`src/rtl/fbx_pkg.sv`:
```
package fbx_pkg;

  // Half of a word being processed: low pixel first, then high pixel.
  typedef enum logic {
    PH_LO = 1'b0,
    PH_HI = 1'b1
  } fbxPhase_e;

  // Strobes from the control to the datapath.
  typedef struct packed {
    logic loadGeom;   // capture a new rectangle
    logic stepPix;    // attempt one pixel access and advance the cursor
    logic pixSel;     // 0: low pixel from reqData, 1: latched high pixel
    logic latchHi;    // keep the high pixel of the accepted word
    logic capLo;      // read data for the low pixel is on memRdata
    logic capHi;      // read data for the high pixel is on memRdata
  } fbxStrobe_t;

endpackage

```
`src/rtl/fbx_control.sv`:
```
module fbx_control
  import fbx_pkg::*;
(
  input  logic       clk,
  input  logic       rstN,
  input  logic       startValid,
  input  logic       startRead,
  input  logic       reqValid,
  input  logic       active,
  input  logic       memEn,
  output logic       reqReady,
  output logic       memWe,
  output logic       readMode,
  output logic       imgReady,
  output fbxStrobe_t strb
);

  fbxPhase_e phase;
  logic      accept;
  logic      hiStep;
  logic      rdIssLo;
  logic      rdIssHi;

  assign reqReady = !startValid && (phase == PH_LO) && active;
  assign accept   = reqValid && reqReady;
  assign hiStep   = (phase == PH_HI) && !startValid;
  assign memWe    = memEn && !readMode;

  always_comb begin
    strb          = '0;
    strb.loadGeom = startValid;
    strb.stepPix  = accept || hiStep;
    strb.pixSel   = (phase == PH_HI);
    strb.latchHi  = accept;
    strb.capLo    = rdIssLo;
    strb.capHi    = rdIssHi;
  end

  always_ff @(posedge clk) begin
    if (!rstN) begin
      phase    <= PH_LO;
      readMode <= 1'b0;
      imgReady <= 1'b0;
      rdIssLo  <= 1'b0;
      rdIssHi  <= 1'b0;
    end else begin
      rdIssLo <= accept && readMode;
      rdIssHi <= hiStep && readMode;
      if (startValid) begin
        phase    <= PH_LO;
        readMode <= startRead;
        imgReady <= startRead;
      end else if (accept) begin
        phase <= PH_HI;
      end else if (phase == PH_HI) begin
        phase <= PH_LO;
      end
    end
  end

  AST_IMG_FOLLOWS_DIR: assert property (@(posedge clk) disable iff (!rstN)
    $past(startValid) |-> (imgReady == $past(startRead)));

  AST_READ_NO_WRITE: assert property (@(posedge clk) disable iff (!rstN)
    readMode |-> !memWe);

endmodule

```
`src/rtl/fbx_datapath.sv`:
```
module fbx_datapath
  import fbx_pkg::*;
#(
  parameter int X_BITS    = 10,
  parameter int Y_BITS    = 9,
  parameter int PIX_W     = 16,
  parameter int DIM_W     = 16,
  parameter int POS_Y_LSB = 16
) (
  input  logic                       clk,
  input  logic                       rstN,
  input  fbxStrobe_t                 strb,
  input  logic [31:0]                posWord,
  input  logic [2*DIM_W-1:0]         sizeWord,
  input  logic [2*PIX_W-1:0]         reqData,
  input  logic [PIX_W-1:0]           memRdata,
  output logic                       active,
  output logic                       overlapWarn,
  output logic                       memEn,
  output logic [X_BITS+Y_BITS-1:0]   memAddr,
  output logic [PIX_W-1:0]           memWdata,
  output logic                       rdValid,
  output logic [2*PIX_W-1:0]         rdData
);

  localparam int SIZE_W = 2 * DIM_W;

  logic [X_BITS-1:0] xBase;
  logic [Y_BITS-1:0] yRow;
  logic [DIM_W-1:0]  rowLen;
  logic [DIM_W-1:0]  rowsLeft;
  logic [DIM_W-1:0]  colOff;
  logic [DIM_W-1:0]  colNext;
  logic              rowEnd;
  logic [X_BITS-1:0] colAddr;
  logic [DIM_W-1:0]  newW;
  logic [DIM_W-1:0]  newH;
  logic [PIX_W-1:0]  hiLatch;
  logic [PIX_W-1:0]  rdLo;
  logic              memEnD;
  logic              unusedPos;

  assign unusedPos = ^posWord;
  assign newW      = sizeWord[DIM_W-1:0];
  assign newH      = sizeWord[SIZE_W-1:DIM_W];

  assign active   = (rowsLeft != '0);
  assign memEn    = strb.stepPix && active;
  assign colNext  = colOff + 1'b1;
  assign rowEnd   = (colNext == rowLen);
  assign colAddr  = xBase + colOff[X_BITS-1:0];
  assign memAddr  = {yRow, colAddr};
  assign memWdata = strb.pixSel ? hiLatch : reqData[PIX_W-1:0];

  // Rectangle cursor
  always_ff @(posedge clk) begin
    if (!rstN) begin
      xBase       <= '0;
      yRow        <= '0;
      rowLen      <= '0;
      rowsLeft    <= '0;
      colOff      <= '0;
      overlapWarn <= 1'b0;
    end else if (strb.loadGeom) begin
      xBase       <= posWord[X_BITS-1:0];
      yRow        <= posWord[POS_Y_LSB +: Y_BITS];
      rowLen      <= newW;
      rowsLeft    <= (newW == '0) ? '0 : newH;
      colOff      <= '0;
      overlapWarn <= active;
    end else begin
      overlapWarn <= 1'b0;
      if (memEn) begin
        if (rowEnd) begin
          colOff   <= '0;
          yRow     <= yRow + 1'b1;
          rowsLeft <= rowsLeft - 1'b1;
        end else begin
          colOff <= colNext;
        end
      end
    end
  end

  // Word packing for both directions
  always_ff @(posedge clk) begin
    if (!rstN) begin
      hiLatch <= '0;
      rdLo    <= '0;
      memEnD  <= 1'b0;
      rdValid <= 1'b0;
      rdData  <= '0;
    end else begin
      memEnD  <= memEn;
      rdValid <= strb.capHi;
      if (strb.latchHi) hiLatch <= reqData[2*PIX_W-1:PIX_W];
      if (strb.capLo)   rdLo    <= memRdata;
      if (strb.capHi)   rdData  <= {(memEnD ? memRdata : '0), rdLo};
    end
  end

  AST_LINE_STEP: assert property (@(posedge clk) disable iff (!rstN)
    ($past(active) && !$past(strb.loadGeom)) |->
      ((yRow == $past(yRow)) || (yRow == Y_BITS'($past(yRow) + 1'b1))));

  AST_ROWS_NEVER_GROW: assert property (@(posedge clk) disable iff (!rstN)
    !$past(strb.loadGeom) |-> (rowsLeft <= $past(rowsLeft)));

endmodule

```
`src/rtl/fb_rect_mover.sv`:
```
module fb_rect_mover
  import fbx_pkg::*;
#(
  parameter int X_BITS    = 10,
  parameter int Y_BITS    = 9,
  parameter int PIX_W     = 16,
  parameter int DIM_W     = 16,
  parameter int POS_Y_LSB = 16
) (
  input  logic                      clk,
  input  logic                      rstN,
  input  logic                      startValid,
  input  logic                      startRead,
  input  logic [31:0]               posWord,
  input  logic [2*DIM_W-1:0]        sizeWord,
  input  logic                      reqValid,
  output logic                      reqReady,
  input  logic [2*PIX_W-1:0]        reqData,
  output logic                      rdValid,
  output logic [2*PIX_W-1:0]        rdData,
  output logic                      memEn,
  output logic                      memWe,
  output logic [X_BITS+Y_BITS-1:0]  memAddr,
  output logic [PIX_W-1:0]          memWdata,
  input  logic [PIX_W-1:0]          memRdata,
  output logic                      xferActive,
  output logic                      imgReady,
  output logic                      overlapWarn
);

  fbxStrobe_t strb;
  logic       readMode;

  fbx_control ctl_i (
    .clk        (clk),
    .rstN       (rstN),
    .startValid (startValid),
    .startRead  (startRead),
    .reqValid   (reqValid),
    .active     (xferActive),
    .memEn      (memEn),
    .reqReady   (reqReady),
    .memWe      (memWe),
    .readMode   (readMode),
    .imgReady   (imgReady),
    .strb       (strb)
  );

  fbx_datapath #(
    .X_BITS    (X_BITS),
    .Y_BITS    (Y_BITS),
    .PIX_W     (PIX_W),
    .DIM_W     (DIM_W),
    .POS_Y_LSB (POS_Y_LSB)
  ) dp_i (
    .clk         (clk),
    .rstN        (rstN),
    .strb        (strb),
    .posWord     (posWord),
    .sizeWord    (sizeWord),
    .reqData     (reqData),
    .memRdata    (memRdata),
    .active      (xferActive),
    .overlapWarn (overlapWarn),
    .memEn       (memEn),
    .memAddr     (memAddr),
    .memWdata    (memWdata),
    .rdValid     (rdValid),
    .rdData      (rdData)
  );

  AST_HI_FOLLOWS_LO: assert property (@(posedge clk) disable iff (!rstN)
    ($past(reqValid && reqReady) && !startValid && xferActive) |-> memEn);

  AST_READ_LATENCY: assert property (@(posedge clk) disable iff (!rstN)
    (reqValid && reqReady && readMode) ##1 !startValid |=> ##1 rdValid);

  AST_IDLE_QUIET: assert property (@(posedge clk) disable iff (!rstN)
    !xferActive |-> (!memEn && !reqReady));

  AST_ZERO_IDLE: assert property (@(posedge clk) disable iff (!rstN)
    ($past(startValid) && (($past(sizeWord[DIM_W-1:0]) == '0) ||
                           ($past(sizeWord[2*DIM_W-1:DIM_W]) == '0))) |-> !xferActive);

  AST_WARN_CAUSE: assert property (@(posedge clk) disable iff (!rstN)
    overlapWarn |-> ($past(startValid) && $past(xferActive)));

  AST_START_WINS: assert property (@(posedge clk) disable iff (!rstN)
    startValid |-> !reqReady);

endmodule

```
`config.mk`:
```
export PLATFORM = sky130hd
export DESIGN_NAME = fb_rect_mover
export DESIGN_NICKNAME = d
export VERILOG_FILES = /design/src/rtl/fbx_pkg.sv /design/src/rtl/fbx_control.sv /design/src/rtl/fbx_datapath.sv /design/src/rtl/fb_rect_mover.sv
export SDC_FILE = /design/constraint.sdc
export NUM_CORES = 1
export LEC_CHECK = 0
export BUFFER_PORTS_ARGS = -buffer_cell sky130_fd_sc_hd__buf_4
export CAP_MARGIN = 0
export CORE_MARGIN = 2
export CORE_UTILIZATION = 47
export DETAILED_ROUTE_END_ITERATION = 12
export PLACE_DENSITY = 0.82
export SETUP_SLACK_MARGIN = 0.5
export SYNTH_ARGS = -nofsm -noshare
export SYNTH_HDL_FRONTEND = slang
export SYNTH_SLANG_ARGS = --single-unit
```
`constraint.sdc`:
```
create_clock -name clk -period 3.05 [get_ports clk]
set_input_delay 0.305 -clock clk [delete_from_list [all_inputs] [get_ports clk]]
set_output_delay 0.305 -clock clk [all_outputs]
set_load 0.005 [all_outputs]
```
Word level (Yosys, flattened, before mapping)

Index checks and enable logic that the tools add are counted.

Bits in registers: 138
Bits of input ports: 117
Output and inout bits: 74
Word-level logic and storage cells: 51

Add/subtract/negate cells: 4
Equality and inequality tests: 1
Muxes and demuxes: 11
Bitwise logic cells: 2
Reduce and logical (&&, ||, !) cells: 18

Operator list:

| operator                                                              | count |
|---|---|
| 16-bit 2-to-1 mux                                                     | 7 |
| 9-bit 2-to-1 mux                                                      | 3 |
| 16-bit by 1-bit adder with 16-bit output (second input constant)      | 1 |
| 16-bit == test                                                        | 1 |
| 16-bit zero test                                                      | 1 |
| 16-bit nonzero test                                                   | 1 |
| 16-bit by 1-bit subtractor with 16-bit output (second input constant) | 1 |
| 10-bit adder                                                          | 1 |
| 9-bit by 1-bit adder with 9-bit output (second input constant)        | 1 |
| 1-bit logical AND                                                     | 8 |
| 2-bit AND reduction                                                   | 2 |
| 2-bit nonzero test                                                    | 2 |
| 1-bit zero test                                                       | 2 |
| 1-bit NOT                                                             | 2 |
| 2-bit OR reduction                                                    | 1 |
| 1-bit logical OR                                                      | 1 |
| 1-bit 2-to-1 mux                                                      | 1 |

Logic depth before layout (Yosys ltp)

Gate-level depths: netlist of run 1.

Depth after elaboration: 8
Depth in mapped cells: 13
Gate-level depth less buffers: 11

Cells and area by module

A second synthesis of run 1 with hierarchy kept.

Cells, all modules: 737
Area total of the unflattened synthesis: 6695.2 um2

Modules (own cells, without submodules):

| module       | instances | cells an instance | area each (um2) |
|---|---|---|---|
| fbx_datapath | 1         | 715               | 6491.2 |
| fbx_control  | 1         | 22                | 203.9 |

Worst setup path after synthesis of run 1

Ideal clock, no wire load.

Path type: flip-flop to flip-flop
Start: register dp_i.colOff[1]
End: register dp_i.colOff[10]
Arrival time: 2.769 ns
Data required time: 2.933 ns
Slack: 0.164 ns
Stages on the path, launching flop included: 13
Buffers on the path: 3
Cells stage by stage: dfxtp_1 > ha_1 > buf_2 > nand4_2 > or4_4 > mux2_1 > mux2i_1 > a21oi_2 > nor2_2 > or2_1 > buf_2 > buf_2 > nor2_1

Longest elaborated chain between the ends: 3

Ends and longest elaborated chain:

| what                                         | RTL line           | source |
|---|---|---|
| from (decl)                                  | fbx_datapath.sv:32 | `logic [DIM_W-1:0] colOff;` |
| from (signal assigned)                       | fbx_datapath.sv:79 | `colOff <= colNext;` |
| 16-bit by 1-bit adder with 16-bit output (*) | fbx_datapath.sv:49 | `assign colNext = colOff + 1'b1;` |
| 16-bit == test                               | fbx_datapath.sv:50 | `assign rowEnd = (colNext == rowLen);` |
| 16-bit 2-to-1 mux (*)                        | fbx_datapath.sv:74 | `if (rowEnd) begin` |

Mark *: on every way between the ends. The rest lies on a longest branch, timed or not.
A chain may end at the register's enable or synchronous reset.

Worst setup path after layout of run 1

Start: register dp_i.colOff[0]
End: register dp_i.rowsLeft[8]

Longest elaborated chain between the ends: 4

Ends and longest elaborated chain:

| what                                     | RTL line           | source |
|---|---|---|
| 16-bit by 1-bit adder with 16-bit output | fbx_datapath.sv:49 |  |
| 16-bit == test                           | fbx_datapath.sv:50 |  |
| 2-bit nonzero test (no line)             | --                 |  |
| 2-bit AND reduction (no line)            | --                 |  |
| to (signal assigned)                     | fbx_datapath.sv:68 | `rowsLeft <= (newW == '0) ? '0 : newH;` |
| to (signal assigned)                     | fbx_datapath.sv:77 | `rowsLeft <= rowsLeft - 1'b1;` |
| to (decl)                                | fbx_datapath.sv:31 | `logic [DIM_W-1:0] rowsLeft;` |

Every way passes these cells.

==> results.py, run 1 <==
metrics = {
    "status": {
        "status": "finished clean",
    },
    "worst_setup_path": {
        "crit_chain": "ha_4 > xor2_1 > a211oi_1 > o2111ai_2 > a2111oi_4 > nand4_4 > buf_6 > buf_6 > o21ai_4 > buf_6 > a21oi_2 > a211oi_1",
        "r2r_cells": 12,
        "cp.required_ps": 3360,
        "crit_path_end_kind": "flop",
        "worstPathArrival_ps": 3040,
        "cpMostUsedCell": "buf_6",
        "path_buf_inv": 3,
        "crit_fanout": 7,
        "max_stage_delay_ps": 370,
        "worst-path-stages": 12,
        "cp_slowest_cell": "dfxtp_4",
        "crit_family": "compound AO/OA/AOI/OAI gates",
        "worst_setup_path_start_kind": "flop",
        "path_class": "reg2reg",
    },
    "yosys": {
        "syn_nets": 858,
        "async_flop_share_pct": 0,
        "yosys.area.top_type_share_pct": 41.6,
        "synth_area_um2": 6650,
        "synth_flop_cell": "dfxtp_1",
        "synthCells": 727,
        "synthTopCellsByArea": "dfxtp_1, mux2i_1, nor2_1, xnor2_1, nand2_1",
        "ys_ff_latch": 138,
        "synth_warnings": 0,
        "synth_edf_count": 0,
        "syn_area_per_cell_um2": 9.15,
        "post-synth-top-area-cell": "dfxtp_1",
        "synth_cell_types": 69,
        "ys_seq_area_share_pct": 41.6,
    },
    "sta": {
        "rsz0062_at_grt": "true",
        "min_period_over_period_pct": 89.4,
        "finalSetupTns_ps": 0,
        "max_freq_mhz": 367,
        "setup_ws_ps": 324,
        "hold_viol": 0,
        "slew-limit-headroom_pct": 19.1,
        "period_minus_slack_ps": 2730,
        "clock-skew-final_ps": 6.69,
        "worst_pin_slew_ps": 1210,
        "drv_slew": 0,
        "setup_viol": 0,
    },
    "placed_design": {
        "gp_congestion": 0.843,
        "hpwl_um": 12100,
        "placed_area_um2": 8240,
        "dp_cells": 1056,
        "pre_cts_ws_ps": 200,
        "io_buffers": 177,
    },
    "die": {
        "core_area_um2": 13800,
        "std_cell_rows": 43,
        "start_util_pct": 48.1,
        "dieArea_um2": 15100,
        "ioPinCount": 191,
        "die_w_um": 123,
        "die_h_um": 123,
    },
    "grt": {
        "overflow": 0,
        "grt_max_degree": 88,
        "antenna_found_initial": 0,
        "grt_first_pass_wirelength_um": 28900,
        "grt_pass1_vias": 6014,
        "track_usage_pct": 24.5,
    },
    "clock_tree": {
        "clk_path_buf_depth": 2,
        "h-tree-depth": 4,
        "cts_sinks": 138,
        "clk_pin_slew_ps": 60,
        "cts_tree": "built",
        "clk_latency_ps": 420,
        "cts_hold_buffers": 0,
        "cts_inserted_buffers": 17,
        "cts-root-buf": "clkbuf_16",
    },
    "route": {
        "avgRoutedWirePerCell_um": 17.1,
        "drc": 0,
        "wl_um": 19300,
        "firstDrtPassIters": 5,
        "postRouteAntennaNets": 0,
        "vias_per_cell": 5.42,
        "vias": 6139,
        "drtIter0Drc": 400,
    },
    "hold_path": {
        "hp-class": "in2reg",
        "holdPathStages": 3,
    },
    "layout": {
        "design_area_um2": 9650,
        "nets": 1072,
        "antenna_cells": 0,
        "area_growth_syn_to_layout_pct": 45.2,
        "drive_above_1_share_pct": 39.1,
        "fin_cells": 1133,
    },
    "pwr": {
        "peakVddDrop_uv": 355,
        "fin_total_pwr_uw": 4650,
        "p_per_area_nw_per_um2": 482,
        "p_leak_uw": 0.00398,
    },
    "run": {
        "max_cap_viol_count": 0,
    },
}
==> cell usage in the layout, fill, tap and decap left out, types with 4 or more instances in the layout <==
cell         n
o21ai_0     14
mux2_2      16
dfxtp_4      4
buf_4      218
nand2b_1     5
dfxtp_2      5
nor2_1      98
clkbuf_16   18
ha_1         7
and3_1       4
dfxtp_1    129
nor4_4       6
nor3_1       6
o21ai_1      4
nor3_4       4
a21o_1       4
nand2_1     60
nor4_1      11
a21oi_1     36
xor2_1      20
inv_1        8
buf_12       5
buf_6       17
xnor2_1     37
a22o_1      16
nor2_2       6
a211oi_1     7
nand3_1     13
inv_2        4
a21oi_2      9
ha_4         5
mux2i_1     64
nand4_1     10
==> state kept, by name (all words and copies together) (netlist names), 9 cells and up <==
register       cells
dp_i.rdData       32
dp_i.colOff       16
dp_i.hiLatch      16
dp_i.rdLo         16
dp_i.rowLen       16
dp_i.rowsLeft     16
dp_i.xBase        10
dp_i.yRow          9
==> layer usage <==
layer  vias up  wire, um  track usage, %
li1       2965         -               -
met1      2883      7760            27.8
met2       240      9730            43.3
met3        51      1210            5.44
met4         0       648            11.6
met5         -         0               0
==> through the flow <==
step | utilization [%] | hold slack (ps)
floorplan | - | 414
global placement | 59.6 | 440
detailed placement | 59.6 | 447
CTS | 67.7 | 73.2
global route | 69.8 | 96.1
finish | 69.8 | 88.5
==> timing repair <==
| item | in CTS | in global routing |
|---|---|---|
| pin swaps | 43 | 24 |
| setup buffers | 29 | 13 |
| resized for setup | 62 | 36 |
| endpoints found under the setup margin | 47 | 61 |
| cloned | 3 | 1 |
==> worst paths after layout <==
| kind | from | endpoint | slack (ps) |
|---|---|---|---|
| worst max-delay path | dp_i.colOff[0] | dp_i.rowsLeft[8] | 320 |
| worst min-delay path | sizeWord[26] | dp_i.rowsLeft[10] | 90 |
| worst max register to register | dp_i.colOff[0] | dp_i.rowsLeft[8] | 320 |
| worst min register to register | dp_i.hiLatch[12] | dp_i.hiLatch[12] | 450 |
==> final cells by class <==
cell class / instances / area (um2)
fillers: 1012 / 4170
flip-flops and latches: 138 / 2780
clock inverters: 10 / 144
well taps: 180 / 225
clock buffers: 21 / 460
repair buffers: 244 / 2010
multi-input cells: 527 / 3970
inverters: 13 / 56.3
==> cells by family after synthesis <==
logic type               Yosys count  share of synthesized area, %
AO/OA/AOI/OAI                    114                          11.1
XOR/XNOR                          58                          7.64
adder cells (fa/ha/maj)           14                          2.75
buffers and inverters             62                          3.99
flip-flops                       138                          41.6
multiplexers                      81                          12.5
AND/OR/NAND/NOR                  260                          20.5
==> worst min-delay path, cell delays in order <==
cell     delay, ps
buf_4           70
nand2_1         30
o21ai_1         60
==> cell usage after synthesis, types with 2 or more instances <==
cell type and number:
nor2b_1 2, and3_1 4, a22oi_1 2, nand3b_1 3, buf_1 5, a21o_1 4, ha_1 13, nand2_1 62
clkinv_1 2, nor4_1 13, nand2b_1 5, and2_1 3, o21bai_1 3, buf_4 2, dfxtp_1 138, clkbuf_2 2
xnor2_1 38, nand3_1 13, or4_1 2, o21ai_0 19, nor4_4 3, a22o_1 16, a211oi_1 9, a21oi_1 44
nor4_2 3, buf_2 12, mux2i_1 64, clkbuf_1 27, o31ai_1 3, or3_1 3, nor3_1 11, nor4b_4 3
inv_1 11, xor2_1 20, nor3b_1 2, mux2_2 16, nand4_1 10, nor2_1 104
==> where the power goes <==
group,total [uW],switching [uW],internal [uW]
logic,623,293,330
clock network,2100,776,1330
registers,1920,61.9,1860
total,4650,1130,3520
Power figures use the tool's default switching activity.
==> run 2: changes to the inputs <==
Clock period 3.05 ns to 2.5 ns, I/O delays scaled along.
==> run 2 against run 1 <==
  * The flow now finishes with violations (negative setup slack)
  * First-iteration DRC count grew 2.8%
  * Final cell count grew 4.3%
  * Register-to-register slack lost 770 ps
  * Design area grew 8.7%
  * Hold slack lost 60 ps
  * Largest power group unchanged
  * Setup slack lost 770 ps
  * Critical path type unchanged
  * Critical endpoint is now dp_i.rowsLeft[15]
  * Largest cell class unchanged
  * Critical path depth grew 1
  * Non-clock buffer count grew 46
==> results.py, run 2 (synthesized netlist as in run 1, its figures left out) <==
metrics = {
    "pwr": {
        "peakVddDrop_uv": 431,
        "clkPwrFrac_pct": 48.6,
        "p_leak_uw": 0.00444,
        "comb_power_share_pct": 14.1,
        "seq_power_share_pct": 37.3,
        "p_int_uw": 4840,
        "p_per_area_nw_per_um2": 600,
        "swShare_pct": 23.1,
        "power_switching_uw": 1450,
    },
    "clock_tree": {
        "clk_pin_slew_ps": 60,
        "cts_hold_buffers": 0,
        "clk_path_buf_depth": 2,
        "cts_inserted_buffers": 17,
        "clk_latency_ps": 430,
        "cts_tree": "built",
        "cts-root-buf": "clkbuf_16",
        "cts_sinks": 138,
        "h-tree-depth": 4,
    },
    "status": {
        "status": "finished with violations",
        "violations": "negative setup slack",
    },
    "sta": {
        "hold_viol": 0,
        "finalSetupTns_ps": -14880,
        "slew-limit-headroom_pct": 20.1,
        "rsz0062_at_grt": "true",
        "setup_viol": 48,
        "setup_ws_ps": -444,
        "clock-skew-final_ps": 7.54,
        "min_period_over_period_pct": 118,
        "drv_slew": 0,
        "period_minus_slack_ps": 2940,
        "worst_pin_slew_ps": 1190,
        "max_freq_mhz": 340,
    },
    "worst_setup_path": {
        "max_stage_delay_ps": 510,
        "worstSetupStartpoint": "dp_i.colOff[0]",
        "cp.required_ps": 2840,
        "timing.rr.start": "dp_i.colOff[0]",
        "worstPathArrival_ps": 3290,
        "cp_slowest_cell": "or4_4",
        "crit_fanout": 7,
        "path_class": "reg2reg",
        "crit_chain": "buf_4 > ha_4 > nand4_4 > buf_4 > or4_4 > mux2_4 > mux2i_4 > a21oi_4 > buf_12 > buf_6 > nor3_4 > xnor2_2 > a211oi_2",
        "cpMostUsedCell": "buf_4",
        "crit_end": "dp_i.rowsLeft[15]",
        "crit_path_end_kind": "flop",
        "reg2reg_slack_ps": -440,
        "worst_setup_path_start_kind": "flop",
        "r2r_cells": 13,
        "r2r-end": "dp_i.rowsLeft[15]",
    },
    "placed_design": {
        "hpwl_um": 12600,
        "io_buffers": 177,
        "gp_congestion": 0.895,
        "placed_area_um2": 8580,
    },
    "die": {
        "die_h_um": 123,
        "start_util_pct": 48.1,
        "core_area_um2": 13800,
        "std_cell_rows": 43,
        "dieArea_um2": 15100,
        "die_w_um": 123,
        "ioPinCount": 191,
    },
    "grt": {
        "grt_first_pass_wirelength_um": 31600,
        "antenna_found_initial": 0,
        "grt_max_degree": 88,
        "grt_pass1_vias": 6392,
        "overflow": 0,
        "track_usage_pct": 27.0,
    },
    "route": {
        "vias_per_cell": 5.46,
        "vias": 6450,
        "postRouteAntennaNets": 0,
        "drc": 0,
        "drtIter0Drc": 411,
        "firstDrtPassIters": 5,
        "avgRoutedWirePerCell_um": 18.4,
        "wl_um": 21700,
    },
    "layout": {
        "nets": 1120,
        "top_register": "dp_i.rdData",
        "design_area_um2": 10500,
        "antenna_cells": 0,
        "largest_reg_flops": 32,
        "area_growth_syn_to_layout_pct": 57.8,
        "drive_above_1_share_pct": 46.7,
        "final_cell_mix": "buf_4, dfxtp_1, nor2_1",
        "final_common_cell": "buf_4",
    },
    "run": {
        "max_cap_viol_count": 0,
    },
    "hold_path": {
        "holdPathStages": 3,
        "hp-class": "in2reg",
    },
}
[run 2: cell count changes in the layout (fill, tap and decap cells not counted), moves of 3 or more]
cell / change
a21oi_1: -14
buf_4: +25
nand2_2: +16
buf_12: +3
xnor2_1: -6
a21oi_2: +13
nand2_1: -31
clkinvlp_4: -3
bufinv_16: +5
buf_6: +20
nand2_4: +14
xnor2_2: +6
and2_4: +3
[run 2: repair_timing]
| action | in CTS | in global routing |
|---|---|---|
| pin swaps | 63 | 63 |
| cloned | 6 | 0 |
| setup buffers | 35 | 15 |
| gates resized for setup | 117 | 62 |
| endpoints found under the setup margin | 71 | 73 |
[run 2: area by class of cell]
class	count	area, um2
clock inverter	12	268
sequential	138	2780
clock buffer	20	447
inverter	13	53.8
timing repair buffer	290	2460
tap	180	225
fill	891	3340
multi-input combinational	529	4260
[run 2: worst max-delay path, delay by kind of cell (launching register included)]
kind	cells	cell delay, ps
muxes	2	510
xor gates and xnor gates	1	110
adders and majority gates	1	130
DFF	1	340
and+or+nand+nor	3	800
buffers and inverters	4	580
AOI/OAI and AO/OA	2	380
[run 2: layer usage]
layer	track usage (%)	share of wire [%]	up-vias
met4	12.1	3.0	0
li1	-	-	3063
met5	0	0	-
met3	6.96	6.2	62
met2	47.3	52	243
met1	31.0	39	3082
[run 2: worst min-delay path by stage]
stage,start,end,slack (ps)
finish,sizeWord[26],dp_i.rowsLeft[10],30
global route,sizeWord[18],dp_i.rowsLeft[2],30
CTS,sizeWord[18],dp_i.rowsLeft[2],20
detailed placement,dp_i.hiLatch[10],dp_i.hiLatch[10],450
global placement,dp_i.hiLatch[1],dp_i.hiLatch[1],440
floorplan,sizeWord[26],dp_i.rowsLeft[10],360
[run 2: power by group through the flow]
stage,clock [uW],combinational (uW),sequential [uW]
finish,3060,886,2350
global route,3180,944,2350
detailed placement,0,668,2380
global placement,0,654,2380
floorplan,0,366,2370
CTS,3080,807,2340
[run 2: stage by stage]
step                      std cells  setup WS [ps]  utilization, %  hold WS, ps  total power, uW
after floorplan                 727           -166               -          359             2730
after global placement         1094           -220            62.0          440             3030
after detailed placement       1094           -287            62.0          447             3050
after CTS                      1167           -438            73.2         18.1             6230
after global routing           1182           -498            75.9         32.1             6480
final                          1182           -444            75.9         28.7             6290
